File: src/rtl/sdinit_pkg.sv
package sdinit_pkg;

    localparam int SD_SLOTS = 2;
    localparam int TGT_W    = $clog2(2 * SD_SLOTS);
    localparam int MB_W     = $clog2(256 * SD_SLOTS + 1);
    localparam int MB_SHIFT = 20;

    typedef enum logic [2:0] {
        CMD_SELFREF   = 3'd0,
        CMD_NORMAL    = 3'd1,
        CMD_NORM_FAST = 3'd2,
        CMD_NOP       = 3'd4,
        CMD_PRECHARGE = 3'd5,
        CMD_MODESET   = 3'd6,
        CMD_CBR       = 3'd7
    } sd_cmd_e;

    typedef enum logic [2:0] {
        PH_NOP, PH_PRE, PH_CBR, PH_MRS, PH_NORM
    } phase_e;

    typedef enum logic [1:0] {
        ST_IDLE, ST_ISSUE, ST_WAIT, ST_DONE
    } seq_st_e;

    typedef struct packed {
        logic            ok;
        logic [MB_W-1:0] mb;
    } side_t;

    function automatic logic [8:0] slot_mb(input logic [3:0] code);
        case (code)
            4'h1: return 9'd8;
            4'h3, 4'h4: return 9'd16;
            4'h5: return 9'd24;
            4'h6, 4'h7: return 9'd32;
            4'h8: return 9'd48;
            4'h9, 4'hA: return 9'd64;
            4'hB: return 9'd96;
            4'hC, 4'hD: return 9'd128;
            4'hE: return 9'd192;
            4'hF: return 9'd256;
            default: return 9'd0;
        endcase
    endfunction

    function automatic logic [7:0] bank_mb(input logic [3:0] code);
        case (code)
            4'h3: return 8'd8;
            4'h5, 4'h6: return 8'd16;
            4'h8, 4'h9: return 8'd32;
            4'hB, 4'hC: return 8'd64;
            4'hE, 4'hF: return 8'd128;
            default: return 8'd0;
        endcase
    endfunction

    function automatic logic [10:0] mrs_offset(input int slot, input logic cas3);
        if (slot == 0) return cas3 ? 11'h1D0 : 11'h150;
        if (slot == 1) return cas3 ? 11'h650 : 11'h1A0;
        return 11'h000;
    endfunction

endpackage

File: src/rtl/sdinit_targets.sv
module sdinit_targets
    import sdinit_pkg::*;
#(
    parameter int ADDR_W = 32
) (
    input  logic [4*SD_SLOTS-1:0] pop,
    input  sd_cmd_e               cmd,
    input  logic                  cas3,
    input  logic [TGT_W-1:0]      tgt,
    output logic                  tgt_ok,
    output logic [ADDR_W-1:0]     tgt_addr
);
    logic [MB_W-1:0] sz   [SD_SLOTS];
    logic [MB_W-1:0] bk   [SD_SLOTS];
    logic [MB_W-1:0] base [SD_SLOTS+1];

    assign base[0] = '0;

    for (genvar s = 0; s < SD_SLOTS; s++) begin : g_slot
        assign sz[s]     = MB_W'(slot_mb(pop[4*s +: 4]));
        assign bk[s]     = MB_W'(bank_mb(pop[4*s +: 4]));
        assign base[s+1] = base[s] + sz[s];
    end

    logic [TGT_W-2:0] sl;
    logic [10:0]      off;
    side_t            side;

    always_comb begin
        sl  = tgt[TGT_W-1:1];
        off = (cmd == CMD_MODESET) ? mrs_offset(int'(sl), cas3) : 11'h000;
        if (!tgt[0]) begin
            side.ok = (sz[sl] != '0);
            side.mb = base[sl];
        end else begin
            side.ok = (bk[sl] != '0);
            side.mb = base[sl] + bk[sl];
        end
        tgt_ok   = side.ok;
        tgt_addr = (ADDR_W'(side.mb) << MB_SHIFT) + ADDR_W'(off);
    end

endmodule

File: src/rtl/sdinit_wait.sv
module sdinit_wait #(
    parameter int CNT_W = 16
) (
    input  logic             clk,
    input  logic             rst,
    input  logic             load,
    input  logic [CNT_W-1:0] load_val,
    output logic             fire
);
    logic             running;
    logic [CNT_W-1:0] cnt;

    always_ff @(posedge clk) begin
        if (rst) begin
            running <= 1'b0;
            cnt     <= '0;
        end else if (load) begin
            running <= 1'b1;
            cnt     <= load_val - 1'b1;
        end else if (running) begin
            if (cnt == '0) running <= 1'b0;
            else           cnt     <= cnt - 1'b1;
        end
    end

    assign fire = running && (cnt == '0);

    // a running wait moves down by exactly one per cycle
    a_r2_countdown: assert property (@(posedge clk) disable iff (rst)
        (running && cnt != '0 && !load) |=> (running && cnt == $past(cnt) - 1'b1));

endmodule

File: src/rtl/sdinit_seq.sv
module sdinit_seq
    import sdinit_pkg::*;
#(
    parameter int ADDR_W     = 32,
    parameter int CLK_PER_US = 100,
    parameter int NOP_US     = 200,
    parameter int PRE_US     = 1,
    parameter int CBR_US     = 1,
    parameter int MRS_US     = 2,
    parameter int NORM_US    = 1,
    parameter int REF_N      = 8
) (
    input  logic                  clk,
    input  logic                  rst,
    input  logic                  start,
    input  logic                  cas3,
    input  logic [4*SD_SLOTS-1:0] pop_code,
    output logic                  iss_valid,
    input  logic                  iss_ready,
    output logic [2:0]            iss_cmd,
    output logic [ADDR_W-1:0]     iss_addr,
    output logic [2:0]            ctrl_mode,
    output logic                  done
);
    localparam int DLY_NOP  = NOP_US  * CLK_PER_US;
    localparam int DLY_PRE  = PRE_US  * CLK_PER_US;
    localparam int DLY_CBR  = CBR_US  * CLK_PER_US;
    localparam int DLY_MRS  = MRS_US  * CLK_PER_US;
    localparam int DLY_NORM = NORM_US * CLK_PER_US;
    localparam int M1 = (DLY_NOP > DLY_PRE) ? DLY_NOP : DLY_PRE;
    localparam int M2 = (DLY_CBR > DLY_MRS) ? DLY_CBR : DLY_MRS;
    localparam int M3 = (M1 > M2) ? M1 : M2;
    localparam int DLY_MAX = (M3 > DLY_NORM) ? M3 : DLY_NORM;
    localparam int CNT_W = $clog2(DLY_MAX + 1);
    localparam int REF_W = $clog2(REF_N + 1);
    localparam logic [TGT_W-1:0] TGT_LAST = TGT_W'(2 * SD_SLOTS - 1);

    seq_st_e               st_q;
    phase_e                ph_q;
    sd_cmd_e               mode_q;
    logic [REF_W-1:0]      ref_q;
    logic [TGT_W-1:0]      tgt_q;
    logic                  cas_q;
    logic [4*SD_SLOTS-1:0] pop_q;

    logic              tgt_ok;
    logic [ADDR_W-1:0] tgt_addr;
    logic              arm;
    logic [CNT_W-1:0]  arm_val;
    logic              fire;
    logic              step;

    sdinit_targets #(.ADDR_W(ADDR_W)) u_tgt (
        .pop      (pop_q),
        .cmd      (mode_q),
        .cas3     (cas_q),
        .tgt      (tgt_q),
        .tgt_ok   (tgt_ok),
        .tgt_addr (tgt_addr)
    );

    sdinit_wait #(.CNT_W(CNT_W)) u_wait (
        .clk      (clk),
        .rst      (rst),
        .load     (arm),
        .load_val (arm_val),
        .fire     (fire)
    );

    // a target is finished when accepted, or skipped when the side is absent
    assign step = (st_q == ST_ISSUE) && (!tgt_ok || iss_ready);

    always_comb begin
        arm     = 1'b0;
        arm_val = CNT_W'(DLY_NORM);
        if (step && tgt_q == TGT_LAST) begin
            arm = 1'b1;
            case (ph_q)
                PH_NOP:  arm_val = CNT_W'(DLY_NOP);
                PH_PRE:  arm_val = CNT_W'(DLY_PRE);
                PH_CBR:  arm_val = CNT_W'(DLY_CBR);
                default: arm_val = CNT_W'(DLY_MRS);
            endcase
        end else if (st_q == ST_WAIT && fire && ph_q == PH_MRS) begin
            arm = 1'b1;
        end
    end

    always_ff @(posedge clk) begin
        if (rst) begin
            st_q   <= ST_IDLE;
            ph_q   <= PH_NOP;
            mode_q <= CMD_SELFREF;
            ref_q  <= '0;
            tgt_q  <= '0;
            cas_q  <= 1'b0;
            pop_q  <= '0;
        end else begin
            case (st_q)
                ST_IDLE, ST_DONE: if (start) begin
                    st_q   <= ST_ISSUE;
                    ph_q   <= PH_NOP;
                    mode_q <= CMD_NOP;
                    ref_q  <= '0;
                    tgt_q  <= '0;
                    cas_q  <= cas3;
                    pop_q  <= pop_code;
                end
                ST_ISSUE: if (step) begin
                    if (tgt_q == TGT_LAST) st_q  <= ST_WAIT;
                    else                   tgt_q <= tgt_q + 1'b1;
                end
                ST_WAIT: if (fire) begin
                    tgt_q <= '0;
                    case (ph_q)
                        PH_NOP: begin
                            ph_q <= PH_PRE; mode_q <= CMD_PRECHARGE; st_q <= ST_ISSUE;
                        end
                        PH_PRE: begin
                            ph_q <= PH_CBR; mode_q <= CMD_CBR; st_q <= ST_ISSUE;
                        end
                        PH_CBR: begin
                            st_q <= ST_ISSUE;
                            if (ref_q == REF_W'(REF_N - 1)) begin
                                ph_q <= PH_MRS; mode_q <= CMD_MODESET;
                            end else begin
                                ref_q <= ref_q + 1'b1;
                            end
                        end
                        PH_MRS: begin
                            ph_q <= PH_NORM; mode_q <= CMD_NORMAL;
                        end
                        default: st_q <= ST_DONE;
                    endcase
                end
                default: st_q <= ST_IDLE;
            endcase
        end
    end

    assign iss_valid = (st_q == ST_ISSUE) && tgt_ok;
    assign iss_cmd   = mode_q;
    assign iss_addr  = tgt_addr;
    assign ctrl_mode = mode_q;
    assign done      = (st_q == ST_DONE);

    // an offered transfer holds until taken
    a_r4_hold: assert property (@(posedge clk) disable iff (rst)
        (iss_valid && !iss_ready) |=> (iss_valid && $stable(iss_cmd) && $stable(iss_addr)));

    // the normal mode change never reaches the issue port
    a_r3_no_normal: assert property (@(posedge clk) disable iff (rst)
        iss_valid |-> (iss_cmd != CMD_NORMAL));

    // finished sequencer offers nothing
    a_r9_done_quiet: assert property (@(posedge clk) disable iff (rst)
        done |-> !iss_valid);

    // commands other than mode-register set land on MB boundaries
    a_r7_plain_offset: assert property (@(posedge clk) disable iff (rst)
        (iss_valid && iss_cmd != CMD_MODESET) |-> (iss_addr[MB_SHIFT-1:0] == '0));

    // done holds until a start is seen
    a_r9_done_hold: assert property (@(posedge clk) disable iff (rst)
        (done && !start) |=> done);

endmodule

File: config.mk
export PLATFORM = sky130hd
export DESIGN_NAME = sdinit_seq
export DESIGN_NICKNAME = d
export VERILOG_FILES = /design/src/rtl/sdinit_pkg.sv /design/src/rtl/sdinit_targets.sv /design/src/rtl/sdinit_wait.sv /design/src/rtl/sdinit_seq.sv
export SDC_FILE = /design/constraint.sdc
export NUM_CORES = 1
export LEC_CHECK = 0
export CAP_MARGIN = 20
export CORE_MARGIN = 2
export CORE_UTILIZATION = 54
export DETAILED_ROUTE_END_ITERATION = 16
export GPL_ROUTABILITY_DRIVEN = 0
export HOLD_SLACK_MARGIN = 0.06
export PLACE_DENSITY = 0.8
export REMOVE_ABC_BUFFERS = 1
export SLEW_MARGIN = 20
export SYNTH_ARGS = -nofsm -noshare
export SYNTH_HDL_FRONTEND = slang
export SYNTH_SLANG_ARGS = --single-unit
File: constraint.sdc
create_clock -name clk -period 4.9 [get_ports clk]
set_clock_uncertainty 0.2 [all_clocks]
set_input_delay 0.98 -clock clk [delete_from_list [all_inputs] [get_ports clk]]
set_output_delay 0.98 -clock clk [all_outputs]
set_load 0.005 [all_outputs]
======== Word level (Yosys, flattened, before mapping) ========
Memory sizes are Yosys's and may differ from the RTL's. A register that Yosys moved wholly into a read port is not among the register bits.
Cells that the tools add are included.
storage, ports and cells
  bits in registers ....................... 39
  ROM bits ................................ 352
  bits of input ports ..................... 13
  output and inout port bits .............. 40
  memories ................................ 4
memories
  memory            words  width  read ports  clocked after Yosys merged registers in  write ports  line              RTL
  (name not given)  16     6      1           1                                        0            sdinit_pkg.sv:32  case (code)
  (name not given)  16     6      1           1                                        0            sdinit_pkg.sv:32
  (name not given)  16     5      1           1                                        0            sdinit_pkg.sv:48  case (code)
  (name not given)  16     5      1           1                                        0            sdinit_pkg.sv:48
operators by class
  add/subtract/negate cells ............... 7
  magnitude comparators ................... 2
  equality and inequality tests ........... 20
  muxes and demuxes ....................... 60
  bitwise operators ....................... 1
  reductions and logical operators ........ 24
operators with widths
  cell                                                                    number
  10-bit 2-to-1 mux                                                       6
  15-bit 2-to-1 mux                                                       4
  11-bit 2-to-1 mux                                                       5
  4-bit 2-to-1 mux                                                        12
  30-bit by 11-bit adder with 31-bit output                               1
  15-bit one-hot mux with 2 select lines                                  1
  15-bit by 1-bit subtractor with 15-bit output (second input constant)   2
  3-bit one-hot mux with 4 select lines                                   2
  10-bit binary-select mux with 2-bit select                              1
  10-bit nonzero test                                                     2
  3-bit 2-to-1 mux                                                        6
  2-bit 2-to-1 mux                                                        8
  8-bit 2-to-1 mux                                                        2
  15-bit zero test                                                        1
  5-bit AND reduction                                                     3
  2-bit inequality test (second input constant)                           7
  2-bit one-hot mux with 3 select lines                                   2
  3-bit one-hot mux with 2 select lines                                   2
  10-bit adder                                                            1
  9-bit by 9-bit adder with 10-bit output                                 1
  9-bit 2-to-1 mux                                                        1
  4-bit one-hot mux with 2 select lines                                   1
  2-bit equality test (second input constant)                             3
  3-bit by 2-bit equality test with 1-bit output (second input constant)  2
  other kinds (24)                                                        38

======== Logic depth before layout (Yosys ltp) ========
  depth in word-level cells ............... 13
  mapped depth ............................ 15

======== Modules after synthesis ========
Synthesis repeated with hierarchy kept, for this count alone.
second synthesis, totals
  cells, all modules ...................... 429
  area total of the unflattened synthesis .. 3388.2 µm²
by module, submodules not included
  module          times used  cells an instance  area an instance (µm²)  sequential area each (µm²)
  sdinit_seq      1           158                1256.2                  440.4
  sdinit_wait     1           136                1112.3                  320.3
  sdinit_targets  1           135                1019.7                  0.0

======== Worst setup path before layout ========
Ideal clock, no wire load.
  path kind ............................... register -> register
  start point ............................. reg tgt_q[1]
  end point ............................... reg u_wait.cnt[10]
  setup time .............................. 0.134 ns
  data arrival time ....................... 3.078 ns
  required time ........................... 4.566 ns
  setup slack ............................. 1.488 ns
  cell stages (with the launch flop) ...... 14
  buffers on the path ..................... 1
  cell sequence ........................... dfxtp_1 mux2_2 nor4_2 and3_4 o311ai_4 and2_4 buf_4 nand2_1 ha_1 or3b_2 nor2_1 nand3_1 a21oi_1 a211oi_1
between the ends
  cells in the longest elaborated chain, start to end .. 13
  elaborated cells between the ends (all ways) .. 22
  classes of those cells .................. add/sub: 1; eq/ne: 2; mux: 10; bitwise: 1; reduce/logical: 8
RTL lines
  item                                                                               line                                        RTL
  start: declaration                                                                 sdinit_seq.sv:42                            logic [TGT_W-1:0] tgt_q;
  start signal: assignment                                                           sdinit_seq.sv:111                           else tgt_q <= tgt_q + 1'b1;
  1-bit inverter with 2-bit output (implied by the code)                             sdinit_targets.sv:33, sdinit_targets.sv:36
  9-bit 2-to-1 mux (implied by the code) / 8-bit 2-to-1 mux (equally long branches)  sdinit_targets.sv:33, sdinit_targets.sv:36
  10-bit 2-to-1 mux (on tied branches) (2 in series)                                 sdinit_targets.sv:33, sdinit_targets.sv:36
  10-bit nonzero test (on tied branches)                                             sdinit_targets.sv:33, sdinit_targets.sv:36
  11-bit 2-to-1 mux                                                                  sdinit_targets.sv:32                        if (!tgt[0]) begin
  1-bit zero test                                                                    sdinit_seq.sv:71                            assign step = (st_q == ST_ISSUE) && (!tgt_ok || iss_ready);
  1-bit logical OR                                                                   sdinit_seq.sv:71
  1-bit logical AND                                                                  sdinit_seq.sv:71
  1-bit logical AND *                                                                sdinit_seq.sv:76                            if (step && tgt_q == TGT_LAST) begin
  15-bit 2-to-1 mux / 1-bit 2-to-1 mux (equally long branches)                       sdinit_seq.sv:76
  15-bit by 1-bit subtractor with 15-bit output (tied with other cells)              sdinit_wait.sv:19                           cnt <= load_val - 1'b1;
  15-bit 2-to-1 mux / 2-bit AND reduction (equally long branches)                    --
  end signal: assignment                                                             sdinit_wait.sv:19
  end signal: assignment                                                             sdinit_wait.sv:22                           else cnt <= cnt - 1'b1;
  end: declaration                                                                   sdinit_wait.sv:11                           logic [CNT_W-1:0] cnt;
Mark *: on every way between the ends. The rest lies on a longest branch, timed or not. The select of a mux whose other input is x is not followed.
A chain may end at the register's enable or synchronous reset.

======== Final worst setup path ========
  start point ............................. reg tgt_q[1]
  end point ............................... out iss_addr[28]
between the ends
  cells in the longest elaborated chain, start to end .. 7
  elaborated cells between the ends (all ways) .. 12
  classes of those cells .................. add/sub: 2; mux: 9; bitwise: 1
RTL lines
  item                                                                                   line                                        RTL
  1-bit inverter with 2-bit output (implied by the code)                                 sdinit_targets.sv:34, sdinit_targets.sv:37
  10-bit binary-select mux with 2-bit select / 8-bit 2-to-1 mux (equally long branches)  sdinit_targets.sv:34, sdinit_targets.sv:37
  10-bit 2-to-1 mux (on tied branches) (2 in series)                                     sdinit_targets.sv:34, sdinit_targets.sv:37
  10-bit adder                                                                           sdinit_targets.sv:37                        side.mb = base[sl] + bk[sl];
  11-bit 2-to-1 mux                                                                      sdinit_targets.sv:32
  30-bit by 11-bit adder with 31-bit output *                                            sdinit_targets.sv:40                        tgt_addr = (ADDR_W'(side.mb) << MB_SHIFT) + ADDR_W'(off);
  end: declaration                                                                       sdinit_seq.sv:21                            output logic [ADDR_W-1:0] iss_addr,
Marked as above.

==> out/results.env <==
RESULT_OF_THE_RUN='completed'
ANTENNA_VIOLATING_NETS_LEFT=0
YOSYS_REGISTER_BITS=60
TIMING_MAX_TRANSITION_VIOLATIONS_FINAL=0
TRITONCTS='built'
DR.FIRST_ITER.DRC_COUNT=102
NETS=467
POST_CTS.RESIZED_INSTANCES=0
REG2REG_PATH_DEPTH=12
ANTENNA-DIODE-COUNT=0
GRT_USE_MET2_PCT=37.1
YOSYS.CELL_TYPES.COUNT=63
SYNTH_TOP_CELL_AREA_SHARE_PCT=34.1
DPL.HPWL_MICRONS=5230
NETLIST_INSTANCES=407
GRTUSAGEMET1_PCT=25.3
CLK_ROOT_BUFFER_CELL='clkbuf_8'
REMAINING_DRC_ERRORS=0
LAYOUT_MIN_CYCLE_TIME_NS=4.46
NUMBER_OF_BUFFERS_CREATED_BY_CTS=9
TOTAL_CONGESTION_OVERFLOW_AFTER_GLOBAL_ROUTING=0
SETUP_TNS_AFTER_FINAL_LAYOUT_NS=0
INITIAL_CORE_UTIL_PCT=55.8
FIN_WS_NS=0.445
FINALHOLDVIOLATIONS=0
CRITPATHMAXFANOUT=19
ANTENNA_FOUND_INITIAL=0
WORSTSETUPSTARTPOINTTYPE='register'
ROWS=29
FMAX_MHz=224
CRITPATHSLOWESTCELL='dfxtp_1'
FIN_CRIT_SH_PCT=90.9
GRT_UTIL_MET3_PCT=3.74
ASYNC_FLOP_SHARE_PCT=0
CRITICAL_PATH.MAX_STAGE_DELAY_NS=0.74
CRITPATHCAPTURETYPE='output port'
CLKSLEWWORSTSETUPHOLDPATHS_NS=0.06
FIRST_GLOBAL_VIAS=2712
DESIGN_AREA_FINAL_SQ_MM=0.00397
PORT_BUFFERS=34
SYNTH_ENABLE_FLOP_CELLS=0
CELL_ACCOUNTING_FOR_THE_MOST_SYNTHESIZED_AREA='dfxtp_1'
STATIC-LEAKAGE-POWER_uW=0.00170
ROUTED_VIA_DENSITY=5.53
YOSYSSEQAREASHARE_PCT=34.1
GRT_FIRST_PASS_WIRELENGTH_MICRONS=12300
POSTROUTEWIRELENGTH_MICRONS=7210
COREAREA_SQ_MM=0.00631
ROUTED_WIRE_LENGTH_PER_INSTANCE_MICRONS=14.1
SYNTHESIZED_AREA_DIVIDED_BY_SYNTHESIZED_CELL_COUNT_SQ_UM=8.66
MIN-DELAY-PATH-CLASS='reg -> reg'
DESIGN.PORTCOUNT=53
DETAILEDROUTE.FIRSTPASSITERATIONCOUNT=4
CLOCK_LATENCY_AT_THE_LATER_PIN_OF_THE_WORST_SKEW_PAIR_NS=0.34
HOLD_BUFFERS=0
CLKSINKCOUNT=60
DIE_WIDTH_MICRONS=84.8
MAXIMUM_NUMBER_OF_PINS_ON_ONE_NET_BEFORE_GLOBAL_ROUTE_REPAIR=32
WORST-ENDPOINT-ARRIVAL_NS=3.28
PRECTSSETUPSLACK_NS=0.825
TOTAL_VIA_COUNT_IN_THE_ROUTED_DESIGN=2826
SETUP_VIOLATIONS=0
LARGEST_CELLS_BY_AREA_AFTER_SYNTHESIS='dfxtp_1 (34%), ha_1 (8.5%), buf_4 (5.5%)'
PLACE_AREA_SQ_MM=0.00375
CELL_BY_CELL_TRACE_OF_THE_CRITICAL_PATH='mux2_4 > ha_1 > a21o_1 > a21oi_1 > nor2b_1 > o21a_1 > o21ai_0 > xor2_1 > clkdlybuf4s50_1'
SYN_TO_FINAL_GROWTH_PCT=12.6
CTS_MAX_PATH_BUFFERS=2
BUSIEST_LAYER='met2'
VDD_DROP_MAX_mV=0.254
CTS_MAX_LEVEL=3
GRT_USE_TOTAL_PCT=21.2
YS.WARNINGS.COUNT=0
PRIMARY_FLIP_FLOP_CELL_CHOSEN_BY_SYNTHESIS_MAPPING='dfxtp_1'
DESIGN.DIE.AREA_SQ_MM=0.00719
POST_ROUTE_CELLS_DRIVE_ABOVE_1_SHARE_PCT=9.91
CP_DATA_REQUIRED_TIME_NS=3.72
P_PER_AREA_mW_PER_MM2=356
MAX_CAP_VIOLATIONS=0
TIGHTEST_SLEW_NS=0.795
GRT_SETUP_UNREPAIRED='no'
HOLD-PATH-CELL-COUNT=2
POST-CTS-SETUP-BUFFERS=0
TIMING.SETUP.CRITICAL_PATH_CLASS='reg -> out'
DIE_Y_MICRONS=84.8
HEADROOM_TO_THE_MAX_SLEW_LIMIT_PCT=46.8
NETLIST_AREA_SQ_MM=0.00352
through the flow:
step | total power [uW] | hold slack [ns] | util [%] | cells
after floorplan | 817 | 0.238 | - | 383
after CTS | 1420 | 0.270 | 62.8 | 511
after global placement | 911 | 0.251 | 59.4 | 495
after detailed placement | 925 | 0.261 | 59.4 | 495
after global routing | 1490 | 0.290 | 62.8 | 511
final | 1410 | 0.266 | 62.8 | 511
worst paths after layout:
kind,from,endpoint,slack (ns)
setup / recovery,tgt_q[1],iss_addr[28],0.44
hold / removal,pop_q[5],pop_q[5],0.27
setup reg to reg,tgt_q[1],u_wait.cnt[10],0.88
hold reg to reg,pop_q[5],pop_q[5],0.27
placed cells by master (no fill, tap or decap), drive strengths merged, types with 3 or more instances in the layout:
cell / count
dfxtp: 60
nor2: 34
clkdlybuf4s50: 34
nand2: 32
a21oi: 30
ha: 24
nor3: 20
inv: 20
conb: 18
clkbuf: 12
nor4: 11
nand3: 10
mux2i: 10
o21ai: 9
mux2: 9
and2: 9
or2: 9
nand2b: 8
xor2: 8
nor2b: 7
a211oi: 7
xnor2: 5
and3: 5
o21a: 3
a311oi: 3
or3: 3
o31ai: 3
power by group:
group	total [uW]	switching, uW	leakage [uW]	internal, uW
clock	492	192	0.000107	300
sequential	570	38.1	0.000487	532
combinational	348	204	0.00110	144
total	1410	435	0.00170	976
worst max-delay path: cells and delay by family (launching register included):
family / cells / cell delay [ns]
compound gates: 4 / 0.77
xor+xnor: 1 / 0.16
fa+ha+maj: 1 / 0.31
buf+inv: 1 / 0.51
flops: 1 / 0.74
mux: 1 / 0.37
simple gates: 1 / 0.08
cells by family after synthesis:
| kind of cell | count (synthesis) | synth area share [%] |
|---|---|---|
| mux | 19 | 5.82 |
| flops | 60 | 34.1 |
| buf+inv | 62 | 10.3 |
| other cells | 1 | 0.106 |
| compound gates | 70 | 13.5 |
| xor+xnor | 13 | 3.23 |
| fa+ha+maj | 25 | 9.09 |
| simple gates | 157 | 23.9 |
cell usage after synthesis (3+ instances only):
master    number
a311oi_1       3
nor4_1         9
buf_6          3
a211oi_1       7
clkbuf_1       9
or2_2          7
xnor2_1        5
nand3_1       10
nand2_1       32
buf_4         26
inv_1         19
nand2b_1       8
a21oi_1       30
and3_1         3
mux2_2         8
and2_1         8
nor2b_1        7
o21a_1         3
nor2_1        34
dfxtp_1       60
ha_1          24
mux2i_1       10
o21ai_0        9
xor2_1         8
nor3_1        19
layer usage:
layer,share of wire (%),vias to the layer above,wire length (microns)
li1,-,1413,-
met3,4.0,13,292
met4,2.1,0,154
met1,42,1329,3000
met5,0,-,0
met2,52,71,3770
flip-flops by register name, summed over array words and instances (netlist names):
| signal | count |
|---|---|
| ctrl_mode | 2 |
| pop_q | 8 |
| st_q | 2 |
| tgt_q | 2 |
| ref_q | 4 |
| u_wait.cnt | 15 |
| u_tgt.bk | 10 |
| cas_q | 1 |
| u_tgt.sz | 12 |
| u_wait.running | 1 |
| ph_q | 3 |
area by class of cell:
cell class              count  area (sq um)
repair buffers             35           348
multi-input cells         302          2020
well taps                  77          96.3
clock buffers              12           145
fillers                   552          2350
clock inverters             4          72.6
flip-flops and latches     60          1200
inverters                  21          78.8
No activity file was read; power rests on OpenSTA's default activity.
